## src/rtl/lim_pkg.sv

```systemverilog
package lim_pkg;
   // Scan controller phases
   typedef enum logic {
      SCAN_IDLE = 1'b0,
      SCAN_RUN  = 1'b1
   } scan_state_e;
endpackage

```

## src/rtl/lim_lock_acc.sv

```systemverilog
module lim_lock_acc #(
   parameter int NUM_THREADS = 16,
   parameter int ACC_W       = 20
) (
   input  logic                   clk,
   input  logic                   rst_n,
   input  logic                   clear,
   input  logic [NUM_THREADS-1:0] wait_bits,
   output logic [ACC_W-1:0]       acc_q,
   output logic [ACC_W-1:0]       acc_next
);
   localparam int CNT_W = $clog2(NUM_THREADS + 1);

   logic [CNT_W-1:0] waiters;
   logic [ACC_W:0]   sum;

   // Count waiting threads this cycle
   always_comb begin
      waiters = '0;
      for (int i = 0; i < NUM_THREADS; i++) begin
         waiters = waiters + CNT_W'(wait_bits[i]);
      end
   end

   // One carry bit is enough: a single step is far below the counter range
   always_comb begin
      sum      = {1'b0, acc_q} + (ACC_W + 1)'(waiters);
      acc_next = sum[ACC_W] ? {ACC_W{1'b1}} : sum[ACC_W-1:0];
   end

   always_ff @(posedge clk) begin
      if (!rst_n)     acc_q <= '0;
      else if (clear) acc_q <= '0;
      else            acc_q <= acc_next;
   end
endmodule

```

## src/rtl/lim_max_scan.sv

```systemverilog
module lim_max_scan
   import lim_pkg::*;
#(
   parameter int NUM_LOCKS   = 8,
   parameter int NUM_THREADS = 16,
   parameter int ACC_W       = 20,
   parameter int TID_W       = 4
) (
   input  logic                       clk,
   input  logic                       rst_n,
   input  logic                       start,
   input  logic [NUM_LOCKS*ACC_W-1:0] tot_flat,
   input  logic [NUM_LOCKS*TID_W-1:0] hid_flat,
   input  logic [NUM_LOCKS-1:0]       hv,
   output logic                       busy,
   output logic                       done,
   output logic                       res_valid,
   output logic [TID_W-1:0]           res_id,
   output logic [NUM_THREADS-1:0]     res_flags
);
   localparam int IDX_W = $clog2(NUM_LOCKS);
   localparam logic [IDX_W-1:0] LAST_IDX = IDX_W'(NUM_LOCKS - 1);

   scan_state_e      state;
   logic [ACC_W-1:0] snap_tot [NUM_LOCKS];
   logic [TID_W-1:0] snap_hid [NUM_LOCKS];
   logic [NUM_LOCKS-1:0] snap_hv;
   logic [IDX_W-1:0] idx;
   logic [ACC_W-1:0] best_tot;
   logic [IDX_W-1:0] best_idx;

   logic [ACC_W-1:0] cand_tot;
   logic [IDX_W-1:0] cand_idx;
   logic             take;
   logic             win_ok;

   assign busy = (state == SCAN_RUN);

   // Strictly-greater keeps the earlier slot on ties
   always_comb begin
      take     = snap_tot[idx] > best_tot;
      cand_tot = take ? snap_tot[idx] : best_tot;
      cand_idx = take ? idx : best_idx;
      win_ok   = (cand_tot != '0) && snap_hv[cand_idx];
   end

   always_ff @(posedge clk) begin
      if (!rst_n) begin
         state     <= SCAN_IDLE;
         idx       <= '0;
         best_tot  <= '0;
         best_idx  <= '0;
         snap_hv   <= '0;
         done      <= 1'b0;
         res_valid <= 1'b0;
         res_id    <= '0;
         res_flags <= '0;
         for (int l = 0; l < NUM_LOCKS; l++) begin
            snap_tot[l] <= '0;
            snap_hid[l] <= '0;
         end
      end else begin
         done <= 1'b0;
         if (state == SCAN_IDLE) begin
            if (start) begin
               state    <= SCAN_RUN;
               idx      <= '0;
               best_tot <= '0;
               best_idx <= '0;
               snap_hv  <= hv;
               for (int l = 0; l < NUM_LOCKS; l++) begin
                  snap_tot[l] <= tot_flat[l*ACC_W +: ACC_W];
                  snap_hid[l] <= hid_flat[l*TID_W +: TID_W];
               end
            end
         end else begin
            best_tot <= cand_tot;
            best_idx <= cand_idx;
            idx      <= idx + 1'b1;
            if (idx == LAST_IDX) begin
               state     <= SCAN_IDLE;
               done      <= 1'b1;
               res_valid <= win_ok;
               res_id    <= win_ok ? snap_hid[cand_idx] : '0;
               res_flags <= win_ok ? (NUM_THREADS'(1) << snap_hid[cand_idx]) : '0;
            end
         end
      end
   end
endmodule

```

## src/rtl/lock_limiter_id.sv

```systemverilog
module lock_limiter_id #(
   parameter int NUM_LOCKS   = 8,
   parameter int NUM_THREADS = 16,
   parameter int ACC_W       = 20,
   parameter int TID_W       = $clog2(NUM_THREADS)
) (
   input  logic                             clk,
   input  logic                             rst_n,
   input  logic                             interval_end,
   input  logic [NUM_LOCKS*NUM_THREADS-1:0] wait_mask,
   input  logic [NUM_LOCKS-1:0]             holder_valid,
   input  logic [NUM_LOCKS*TID_W-1:0]       holder_id,
   output logic                             limiter_valid,
   output logic [TID_W-1:0]                 limiter_id,
   output logic [NUM_THREADS-1:0]           limiter_flags,
   output logic                             search_done
);
   localparam int CNT_W = $clog2(NUM_THREADS + 1);

   // Elaboration-time parameter checks
   if (NUM_LOCKS < 2) begin : g_bad_locks
      $error("lock_limiter_id: NUM_LOCKS must be at least 2");
   end
   if (NUM_THREADS < 2 || (NUM_THREADS & (NUM_THREADS - 1)) != 0) begin : g_bad_threads
      $error("lock_limiter_id: NUM_THREADS must be a power of two, at least 2");
   end
   if (ACC_W <= CNT_W) begin : g_bad_accw
      $error("lock_limiter_id: ACC_W must exceed the per-cycle count width");
   end
   if (TID_W != $clog2(NUM_THREADS)) begin : g_bad_tidw
      $error("lock_limiter_id: TID_W must equal clog2(NUM_THREADS)");
   end

   logic                       scan_busy;
   logic                       acc_clear;
   logic [NUM_LOCKS*ACC_W-1:0] acc_flat;
   logic [NUM_LOCKS*ACC_W-1:0] acc_next_flat;

   assign acc_clear = interval_end & ~scan_busy;

   for (genvar l = 0; l < NUM_LOCKS; l++) begin : g_lock
      lim_lock_acc #(
         .NUM_THREADS (NUM_THREADS),
         .ACC_W       (ACC_W)
      ) u_acc (
         .clk       (clk),
         .rst_n     (rst_n),
         .clear     (acc_clear),
         .wait_bits (wait_mask[l*NUM_THREADS +: NUM_THREADS]),
         .acc_q     (acc_flat[l*ACC_W +: ACC_W]),
         .acc_next  (acc_next_flat[l*ACC_W +: ACC_W])
      );
   end

   lim_max_scan #(
      .NUM_LOCKS   (NUM_LOCKS),
      .NUM_THREADS (NUM_THREADS),
      .ACC_W       (ACC_W),
      .TID_W       (TID_W)
   ) u_scan (
      .clk       (clk),
      .rst_n     (rst_n),
      .start     (interval_end),
      .tot_flat  (acc_next_flat),
      .hid_flat  (holder_id),
      .hv        (holder_valid),
      .busy      (scan_busy),
      .done      (search_done),
      .res_valid (limiter_valid),
      .res_id    (limiter_id),
      .res_flags (limiter_flags)
   );
endmodule

```

## config.mk

```make
export PLATFORM = sky130hd
export DESIGN_NAME = lock_limiter_id
export DESIGN_NICKNAME = d
export VERILOG_FILES = /design/src/rtl/lim_pkg.sv /design/src/rtl/lim_lock_acc.sv /design/src/rtl/lim_max_scan.sv /design/src/rtl/lock_limiter_id.sv
export SDC_FILE = /design/constraint.sdc
export NUM_CORES = 1
export LEC_CHECK = 0
export BUFFER_PORTS_ARGS = -buffer_cell sky130_fd_sc_hd__buf_2
export CORE_MARGIN = 3
export CORE_UTILIZATION = 30
export CTS_BUF_LIST = sky130_fd_sc_hd__clkbuf_4
export DETAILED_ROUTE_END_ITERATION = 16
export PLACE_DENSITY_LB_ADDON = 0.05
export SLEW_MARGIN = 20
export SYNTH_ARGS = -nofsm -noshare
export SYNTH_HDL_FRONTEND = slang
export SYNTH_SLANG_ARGS = --single-unit
export TNS_END_PERCENT = 20
```

## constraint.sdc

```tcl
create_clock -name clk -period 17.5 [get_ports clk]
set_clock_uncertainty 0.2 [all_clocks]
set_input_delay 0.875 -clock clk [delete_from_list [all_inputs] [get_ports clk]]
set_output_delay 0.875 -clock clk [all_outputs]
set_load 0.05 [all_outputs]
```

==> Word level (Yosys, flattened, before mapping) <==
Memory sizes are Yosys's and may differ from the RTL's. A register that Yosys moved wholly into a read port is not among the register bits.
Index checks and enable logic that the tools add are counted.
{ "word_totals": {"ff_bits": 217, "ram_bits": 192, "input_bits": 171, "out_inout_bits": 22, "word_cells": 223, "memories": 2} }
{ "mem_list": {"columns": ["name", "words", "width", "rd", "rd_ports_with_merged_regs", "write_ports", "line_no", "source"], "rows": [
  ["u_scan.snap_tot", 8, 20, 1, 1, 8, "lim_max_scan.sv:25", "logic [ACC_W-1:0] snap_tot [NUM_LOCKS];"],
  ["u_scan.snap_hid", 8, 4, 1, 0, 8, "lim_max_scan.sv:26", "logic [TID_W-1:0] snap_hid [NUM_LOCKS];"]
]} }
{ "op_classes": {"n_addsub": 129, "order_cmp": 2, "n_eq_ne": 1, "shifts": 1, "n_mux": 45, "bitwise": 19, "n_reduce_logical": 7} }
{ "ops": {"columns": ["op", "count"], "rows": [
  ["5-bit by 1-bit adder with 5-bit output", 112],
  ["20-bit two-way mux", 19],
  ["20-bit by 5-bit adder with 21-bit output", 8],
  ["4-bit two-way mux", 9],
  ["20-bit greater-than comparator", 1],
  ["20-bit nonzero test", 1],
  ["3-bit two-way mux", 6],
  ["1-bit by 1-bit adder with 2-bit output", 8],
  ["16-bit two-way mux", 1],
  ["1-bit bitwise OR", 16],
  ["1-bit by 4-bit << shifter with 16-bit output (first input constant)", 1],
  ["1-bit two-way mux", 9],
  ["2-bit AND reduction", 3],
  ["3-bit by 4-bit less-than comparator with 1-bit output (second input constant)", 1],
  ["3-bit by 1-bit adder with 3-bit output (second input constant)", 1],
  ["1-bit binary-select mux with 3-bit select", 1],
  ["3-bit equality test (second input constant)", 1],
  ["1-bit inverter", 2],
  ["2-bit nonzero test", 1],
  ["2-bit OR reduction", 1],
  ["1-bit AND", 1],
  ["1-bit logical AND", 1]
]} }

==> Longest topological paths before layout <==
Gate-level depths: netlist of run 1.
{ "logic_depth": {"ltp_word": 18, "mapped_depth": 26, "mapped_depth_nobuf": 24} }

==> Modules after synthesis <==
From an unflattened synthesis of run 1, not the netlist that was laid out.
{ "unflattened": {"cells_unflattened": 2368, "hier_area_um2": 24444.7} }
{ "by_module_without_submodules": {"columns": ["module", "instances", "cells_each", "area_per_inst_um2", "seq_area_each_um2"], "rows": [
  ["lim_max_scan", 1, 963, 12049.1, 6966.7],
  ["lim_lock_acc (g_lock[0].u_acc ...)", 4, 177, 1580.3, 400.4],
  ["lim_lock_acc (g_lock[2].u_acc ...)", 4, 174, 1515.2, 400.4],
  ["lock_limiter_id", 1, 1, 13.8, 0.0]
]} }

==> Least setup slack after synthesis of run 1 <==
OpenSTA, ideal clock, no wires.
{ "synth_timing": {"path_kind": "input-to-reg", "from": "input port interval_end", "to": "memory u_scan.snap_hid[0][0] (enable)", "setup_time_ns": 0.631, "t_arrival_ns": 6.599, "required_time_ns": 16.669, "setup_slack_ns": 10.070, "cell_stages": 4, "path_buffers": 2, "path_cell_list": "nand2b_1 > clkbuf_1 > nand2_1 > clkbuf_1"} }
{ "synth_lines": {"columns": ["element", "line_no", "source"], "rows": [
  ["from (decl)", "lock_limiter_id.sv:9", "input logic interval_end,"],
  ["to (decl)", "lim_max_scan.sv:26", null]
]} }

==> out/qor.yml, run 1 <==
status: "complete, no violations"
cts_buffer_depth: 3
avgSynthCellArea_um2: 10.1
worstPathRequired_ns: 18.05
hp-class: "reg2reg"
critPathKind: "in2reg"
ys_types: 73
finalCritPeriodShare_pct: 35.9
syn_to_final_growth_pct: 18.3
synth_seq_cells: 412
place_area_um2: 24700
internal_power_mw: 2.21
vias_per_cell: 4.63
totalWireLength_um: 60900
wl_per_cell_um: 16.8
critPathMaxFanout: 9
cts_buffers: 130
ant_nets: 0
syn-num-nets: 2616
tns_ns: 0
hold_violations: 0
maxSlewViolCount: 0
postCtsResizedCells: 0
route.met2.wl_um: 27100
grt_pass1_vias: 17200
grt_pass1_wl_um: 95300
cp_num_buf_inv: 3
fp-row-count: 100
grt_max_degree: 200
synth.largest_area_cell: "edfxtp_1"
synth_area_leaders: "edfxtp_1 25%, dfxtp_1 19%, fa_1 7.7%"
ys_seq_area_share_pct: 44.7
nFillCells: 7607
arrival_ns: 6.83
top_layer: "met4"
start_kind: "primary input"
synth_mux_area_share_pct: 6.45
leakage_nw: 11.5
synth-simple-area-share_pct: 17.1
drt-met1-wl_um: 29600
cts-root-buf: "clkbuf_4"
clkSlewWorstSetupHoldPaths_ns: 0.06
worstMarginPinSlew_ns: 1.08
dieArea_um2: 79200
synth_top_family_by_area: "simple AND/OR/NAND/NOR gates"
synth-warning-count: 0
critPathMaxStageDelay_ns: 0.81
yosys.area_share.xor_xnor_pct: 5.16
cp_cell_sequence: "buf_2, ha_1, inv_1, fa_1, fa_1, fa_1, fa_1, fa_1, fa_1, xnor2_1, ha_1, a21o_1, a21oi_1, nor2b_1, o21ai_0, nor2_1, nand4_1, nor3_1, buf_4, nor2_1, nor2_1"
power_density_nw_per_um2: 124
grt_overflow_total: 0
setup_viol: 0
pwr-share-seq_pct: 35.2
gp_congestion: 0.772
synth.top_cell.area_share_pct: 25.3
track_usage_pct: 15.5
initial_core_util_pct: 30.4
drc: 0
syn-cell-area_um2: 22800
first_iter_violations: 820
cap_violations: 0
async_reset_ff_share_pct: 0
p_sw_share_pct: 33.9
yosys.cell_count.top_type: "nor2_1"
htree_levels: 4
final_nets: 2902
core_area_um2: 74800
design_area_um2: 26900
crit_path_end_kind: "register"
path_common_cell: "fa_1"
postSynthCellCount: 2255
ios: 193
ir_worst_vdd_v: 0.0000512
worst_hold_slack_ns: 0.247
rsz0062_at_grt: "no"
clock_latency_ns: 0.93
layout-drive-gt1-share_pct: 19.8
dr.pass1.iters: 5
clock.fmax_mhz: 159
synth-edff-count: 192
cp_top_family: "adder cells"
hpwl_um: 42800
period_minus_slack_ns: 6.28
die_w_um: 281
p_comb_share_pct: 33.6
synth_compound_area_share_pct: 7.67
post_cts_buffers: 0
p_clk_share_pct: 31.2
clkSinkCount: 412
p_switching_mw: 1.13
antenna_found_initial: 4
die_h_um: 281
synthAdderAreaFrac_pct: 13.4
synth_flop_cell: "dfxtp_1"
numPortBuffers: 192
synth_common_cells: "403 x nor2_1, 234 x inv_1, 220 x dfxtp_1, 192 x edfxtp_1, 113 x a21oi_1"
dr_wl_met3_um: 2800
max_slew_margin_pct: 28.0
cts_tree: "done"
via_count: 16700
cpMaxStageDelayCell: "nor3_1"
per-stage QoR:
step | setup slack, ns | total power [mW] | std cells | util, %
floorplan | 10.07 | 2.04 | 2255 | -
global placement | 10.29 | 2.33 | 3337 | 33.0
detailed placement | 10.16 | 2.34 | 3337 | 33.0
CTS | 11.14 | 3.43 | 3614 | 35.9
global route | 10.79 | 3.64 | 3615 | 36.0
finish | 11.22 | 3.35 | 3616 | 36.0
final timing paths:
check,startpoint,to,slack [ns],depth (start not counted)
worst max-delay path,wait_mask[48],u_scan.snap_tot[3][7],11.22,21
worst min-delay path,u_scan.res_flags[6],u_scan.res_flags[6],0.25,2
worst max register to register,register,u_scan.res_flags[12],11.28,14
worst min register to register,u_scan.res_flags[6],u_scan.res_flags[6],0.25,2
flip-flops by register name, summed over array words and instances, names as in the netlist, named ones only:
name                cells
u_scan.res_flags       16
u_scan.idx              3
u_scan.done             1
u_scan.snap_hid        32
u_scan.res_valid        1
u_scan.busy             1
g_lock.u_acc.acc_q    160
u_scan.snap_hv          8
u_scan.res_id           4
u_scan.best_tot        20
u_scan.snap_tot       160
u_scan.best_idx         3
worst reg2reg max path: stages, from the launching register on:
cell	delay, ns
dfxtp_2	0.32
buf_4	0.61
mux4_2	0.71
mux2_2	0.33
ha_1	0.37
nand4_4	0.17
nor4_4	0.49
o21ai_2	0.18
o21ai_2	0.66
nand3_2	0.46
and2_4	0.33
a211oi_1	0.47
o21ai_1	0.29
or3_1	0.45
o21ai_1	0.15
kinds of logic after synthesis:
family | after synthesis
compound gates | 274
xor+xnor | 134
fa+ha+maj | 190
buf+inv | 328
flops | 412
mux | 93
simple gates | 824
final cells by class:
cell class / count / area, um2 / share of cell area, %
antenna: 2 / 5.00 / 0.0186
clock buffer: 201 / 1510 / 5.61
clock inverter: 35 / 270 / 1.00
inverter: 234 / 880 / 3.27
multi-input combinational: 1515 / 11400 / 42.2
sequential: 412 / 10200 / 37.8
tap: 969 / 1210 / 4.51
timing repair buffer: 248 / 1500 / 5.58
power by group through the flow:
stage	clock network [mW]	logic, mW	registers, mW
floorplan	0	0.878	1.17
global placement	0	1.13	1.20
detailed placement	0	1.14	1.20
CTS	1.10	1.16	1.18
global route	1.15	1.31	1.19
finish	1.05	1.12	1.18
repair_timing:
| action | CTS | global route |
|---|---|---|
| setup endpoints to repair | 0 | 0 |
| hold buffers | 41 | 0 |
| hold endpoints to repair | 41 | 0 |
cells in the final DEF, fill, tap and decap left out, types with 25 or more instances in the layout:
master and count:
edfxtp_1 192, nand3_1 78, and2_1 48, nor2_1 402
mux2_2 28, o21ai_0 27, xor2_1 43, mux2i_1 25
ha_1 102, mux4_2 40, dfxtp_1 219, clkbuf_4 201
dlygate4sd3_1 41, xnor2_1 91, and3_1 73, nand2_1 88
a21oi_1 113, inv_1 233, fa_1 88, buf_2 192
layer usage:
metal | global-route usage (%) | vias up
met4 | 5.38 | 0
li1 | - | 8295
met5 | 0 | -
met2 | 23.8 | 365
met1 | 21.4 | 7978
met3 | 3.91 | 87
No activity file was read; power rests on OpenSTA's default activity.
==> run 2, diff against run 1 <==
--- a/config.mk
+++ b/config.mk
@@ -5,6 +5,7 @@
 export SDC_FILE = /design/constraint.sdc
 export NUM_CORES = 1
 export LEC_CHECK = 0
+export ABC_AREA = 1
 export BUFFER_PORTS_ARGS = -buffer_cell sky130_fd_sc_hd__buf_2
 export CORE_MARGIN = 3
 export CORE_UTILIZATION = 30
==> constraint.sdc (replaced) <==
create_clock -name clk -period 5.2 [get_ports clk]
set_clock_uncertainty 0.2 [all_clocks]
set_input_delay 0.26 -clock clk [delete_from_list [all_inputs] [get_ports clk]]
set_output_delay 0.26 -clock clk [all_outputs]
set_load 0.05 [all_outputs]
==> out/qor.yml, run 2 <==
avgSynthCellArea_um2: 8.09
ir_worst_vdd_v: 0.000395
design_area_um2: 30900
synth.largest_area_cell: "edfxtp_1"
place_ws_ns: -0.944
cap_violations: 0
vias_per_cell: 4.44
async_reset_ff_share_pct: 0
cts_tree: "done"
final_nets: 3897
layout-drive-gt1-share_pct: 22.9
cts-root-buf: "clkbuf_4"
fp-row-count: 102
utilization_pct: 39.6
critPathMaxFanout: 5
dr.pass1.iters: 5
tns_ns: 0
clkSlewWorstSetupHoldPaths_ns: 0.06
nFillCells: 8138
synth_area_leaders: "edfxtp_1 24%, dfxtp_1 19%, nand2_1 9.2%"
layout_common_cells: "575 x nand2_1, 509 x inv_1, 381 x nor2_1, 249 x buf_4, 219 x dfxtp_1"
totalWireLength_um: 71700
dieArea_um2: 82600
critPathKind: "in2reg"
arrival_ns: 5.72
synth-edff-count: 192
power_density_nw_per_um2: 418
max_slew_margin_pct: 31.7
worst_hold_slack_ns: 0.0763
cpMaxStageDelayCell: "fa_1"
clock.fmax_mhz: 194
wl_per_cell_um: 15.3
hpwl_um: 51800
start_kind: "primary input"
syn-cell-area_um2: 23800
via_count: 20800
synth-warning-count: 0
cts_buffer_depth: 3
die_w_um: 287
status: "complete, no violations"
finalCritPeriodShare_pct: 98.9
synth.top_cell.area_share_pct: 24.3
final_common_cell: "nand2_1"
regArea_um2: 10200
cts_buffers: 132
period_minus_slack_ns: 5.14
core_area_um2: 78000
top_regs: "g_lock.u_acc.acc_q (160), u_scan.snap_tot (160), u_scan.snap_hid (32)"
gp_congestion: 0.840
worstPathRequired_ns: 5.78
initial_core_util_pct: 30.5
place_area_um2: 27400
rsz0062_at_grt: "yes"
antenna_found_initial: 3
crit_path_end_kind: "register"
htree_levels: 4
maxSlewViolCount: 0
die_h_um: 287
synth_flop_cell: "dfxtp_1"
finalPower_mw: 12.9
path_common_cell: "fa_1"
placed_cells: 4311
grt_max_degree: 107
synth_common_cells: "583 x nand2_1, 519 x inv_1, 402 x nor2_1, 220 x dfxtp_1, 192 x edfxtp_1"
hp-class: "in2reg"
grt_overflow_total: 0
yosys.cell_count.top_type: "nand2_1"
ys_seq_area_share_pct: 42.8
worstMarginPinSlew_ns: 1.03
clock_latency_ns: 0.96
multi_input_area_um2: 11500
ys_types: 54
instances_no_fill: 4686
ios: 193
syn-num-nets: 3296
clkSinkCount: 412
critPathMaxStageDelay_ns: 0.57
synth_seq_cells: 412
fin_ws_ns: 0.0575
leakage_nw: 15.0
ant_nets: 0
drc: 0
numPortBuffers: 192
hold_violations: 0
first_iter_violations: 1027
grt_pass1_vias: 21100
grt_pass1_wl_um: 112000
postSynthCellCount: 2935
track_usage_pct: 17.3
syn_to_final_growth_pct: 30.0
setup_viol: 0
-- run 2: cell count changes after synthesis, moves of 21 or more --
cell and delta:
and2_1 -46, and3_1 -73, inv_1 +285, mux2_2 -28, mux2i_1 -24, mux4_2 -40, nand2_1 +493, nand3_1 +54
nor2b_1 -21, o21ai_0 +136, o22ai_1 +29, xnor2_1 -36
-- run 2: kinds of logic after synthesis --
logic type / synth area share, %
simple gates: 22.1
buf+inv: 10.3
flops: 42.8
compound gates: 8.14
fa+ha+maj: 12.8
xor+xnor: 3.83
mux: 0.0421
-- run 2: final cells by class --
class                           instances  share of cell area [%]
Multi-Input combinational cell       1898                    37.2
Sequential cell                       412                    32.9
Clock inverter                         34                   0.827
Antenna cell                            5                  0.0405
Inverter                              529                    6.46
Timing Repair Buffer                  562                    13.3
Timing Repair inverter                  1                  0.0243
Tap cell                             1040                    4.21
Clock buffer                          205                    4.98
-- run 2: repair_timing --
item,4_1_cts,5_1_grt
hold buffers,112,3
buffers inserted,0,19
endpoints found under the hold margin,146,3
resized for setup,0,109
setup endpoints to repair,0,180
-- run 2: layer usage --
metal,up-vias,global-route usage (%),share of wire (%)
li1,10500,-,-
met1,9751,23.4,47
met2,412,27.4,46
met3,117,3.43,4.6
met4,0,6.34,2.4
met5,-,0,0
-- run 2: path summary, 6_finish.rpt --
check | start | endpoint | slack, ns | cells past startpoint
worst max-delay path | wait_mask[0] | u_scan.snap_tot[0][6] | 0.06 | 26
worst min-delay path | wait_mask[35] | u_scan.snap_tot[2][0] | 0.08 | 7
worst max register to register | register | u_scan.res_flags[13] | 0.72 | 25
worst min register to register | u_scan.res_flags[13] | u_scan.res_flags[13] | 0.25 | 2
-- run 2: worst max-delay path: cells and delay by family --
| kind | cells | cell delay [ns] |
|---|---|---|
| adder cells (fa/ha/maj) | 8 | 3.33 |
| buffers and inverters | 6 | 0.55 |
| AND/OR/NAND/NOR | 10 | 1.33 |
| XOR/XNOR | 1 | 0.15 |
| AO/OA/AOI/OAI | 1 | 0.07 |
-- run 2: power breakdown --
group	switching [mW]	total, mW	internal, mW
sequential	0.173	3.95	3.77
clock	1.58	3.53	1.95
combinational	2.88	5.42	2.54
total	4.64	12.9	8.26
==> run 3, diff against run 2 <==
==> constraint.sdc (replaced) <==
create_clock -name clk -period 5.2 [get_ports clk]
set_clock_uncertainty 0.2 [all_clocks]
set_input_delay 0.52 -clock clk [delete_from_list [all_inputs] [get_ports clk]]
set_output_delay 0.52 -clock clk [all_outputs]
set_load 0.05 [all_outputs]
==> out/qor.yml, run 3 (synthesis results as in run 2) <==
final_common_cell: "nand2_1"
finalPower_mw: 12.8
start_kind: "primary input"
ir_worst_vdd_v: 0.000189
cap_violations: 0
core_area_um2: 78000
syn_to_final_growth_pct: 29.6
dieArea_um2: 82600
layout-drive-gt1-share_pct: 26.4
cts-root-buf: "clkbuf_4"
clock.fmax_mhz: 189
fp-row-count: 102
violations: "setup timing"
arrival_ns: 5.67
fin_ws_ns: -0.0985
hpwl_um: 50900
drc: 0
first_iter_violations: 976
status: "finished with violations"
antenna_found_initial: 2
htree_levels: 3
rsz0062_at_grt: "yes"
die_h_um: 287
critPathMaxFanout: 10
finalCritPeriodShare_pct: 102
r2r-end: "u_scan.res_flags[11]"
grt_pass1_vias: 20500
whs_endpoint: "u_scan.snap_hv[1]"
period_minus_slack_ns: 5.30
grt_pass1_wl_um: 110000
wl_per_cell_um: 15.3
maxSlewViolCount: 0
nFillCells: 8036
dr.pass1.iters: 5
min_path_cells: 4
min_from: "holder_valid[1]"
initial_core_util_pct: 30.5
worst_r2r_path_depth: 24
ios: 193
place_area_um2: 27400
power_density_nw_per_um2: 417
gp_congestion: 0.807
worstPathRequired_ns: 5.58
worstMarginPinSlew_ns: 1.08
crit_path_end_kind: "register"
hold_violations: 0
setup_viol: 10
grt_max_degree: 129
clkSlewWorstSetupHoldPaths_ns: 0.06
layout_common_cells: "571 x nand2_1, 495 x inv_1, 349 x nor2_1, 265 x buf_4, 219 x dfxtp_1"
cts_tree: "done"
multi_input_area_um2: 12000
grt_overflow_total: 0
max_slew_margin_pct: 28.2
ff2ff_setup_slack_ns: 0.85
hp-class: "in2reg"
critPathKind: "in2reg"
top_regs: "g_lock.u_acc.acc_q (160), u_scan.snap_tot (160), u_scan.snap_hid (32)"
design_area_um2: 30800
vias_per_cell: 4.43
cts_buffer_depth: 3
cts_buffers: 118
totalWireLength_um: 70500
track_usage_pct: 16.8
numPortBuffers: 192
utilization_pct: 39.5
final_nets: 3835
ant_nets: 0
clock_latency_ns: 0.88
die_w_um: 287
regArea_um2: 10200
leakage_nw: 14.9
via_count: 20500
clkSinkCount: 412
## run 3: cell count changes in the layout (fill, tap and decap cells not counted), moves of 14 or more
cell | before | now
a21oi_2 | 4 | 21
nor2_2 | 20 | 40
o21ai_0 | 154 | 136
nand3_1 | 123 | 105
clkinv_1 | 19 | 34
nand3_2 | 16 | 34
inv_1 | 509 | 495
a21oi_1 | 117 | 97
nor2_1 | 381 | 349
inv_2 | 17 | 31
clkbuf_4 | 205 | 178
dlygate4sd3_1 | 112 | 42
buf_4 | 249 | 265
## run 3: worst max-delay path, stage by stage
cell and delay, ns:
buf_6 0.10, ha_4 0.25, inv_2 0.03, fa_1 0.52
fa_1 0.43, fa_1 0.52, fa_1 0.45, fa_2 0.42
fa_2 0.54, inv_1 0.06, fa_1 0.43, a21oi_2 0.18
o21ai_2 0.10, a21o_1 0.20, nand3b_1 0.15, nor2_1 0.08
nand2_1 0.08, nor2_1 0.06, buf_4 0.20, a21oi_1 0.28
nor2_1 0.08
## run 3: repair_timing
action                                  in CTS  in global routing
pin swaps                                    1                112
gates resized for setup                     33                246
endpoints found under the setup margin      89                285
hold endpoints to repair                    68                  0
hold buffers                                42                  0
cloned                                       0                  1
setup buffers                                5                 40
## run 3: report_power, final
part / switching, mW / internal (mW) / total [mW]
Clock: 1.51 / 1.76 / 3.27
Sequential: 0.174 / 3.77 / 3.94
Combinational: 2.95 / 2.67 / 5.62
Total: 4.63 / 8.20 / 12.8
## run 3: worst max-delay path by stage
stage | start | to | depth (start not counted)
finish | wait_mask[64] | u_scan.snap_tot[4][14] | 21
global route | wait_mask[64] | u_scan.snap_tot[4][18] | 22
CTS | wait_mask[0] | u_scan.snap_tot[0][11] | 25
detailed placement | wait_mask[64] | u_scan.snap_tot[4][0] | 21
global placement | wait_mask[64] | u_scan.snap_tot[4][0] | 21
floorplan | wait_mask[96] | u_scan.snap_tot[6][15] | 21
## run 3: routing by layer
layer,up-vias,part of all wire [%],GRT usage [%]
met1,9571,48,23.3
li1,10400,-,-
met4,0,2.1,5.35
met3,96,4.3,2.92
met5,-,0,0
met2,373,46,26.4
## run 3: cell type report
cell class	instances	area share, %
multi-input cells	1898	39.1
flip-flops and latches	412	33.0
repair buffers	514	11.8
inverters	529	6.48
clock buffers	178	4.34
well taps	1040	4.23
clock inverters	45	0.935
repair inverters	1	0.0244
diodes	1	0.00813
## run 3: metrics by stage
stage | setup TNS (ns) | instances | hold WS, ns | worst slack [ns]
final | -0.420 | 4618 | 0.201 | -0.0985
after floorplan | -126.54 | 2935 | 0.226 | -0.699
after detailed placement | -290.03 | 4307 | 0.236 | -1.38
after global placement | -276.51 | 4307 | 0.241 | -1.33
after CTS | -0.0467 | 4577 | 0.0604 | -0.0467
after global routing | -6.23 | 4618 | 0.139 | -0.234
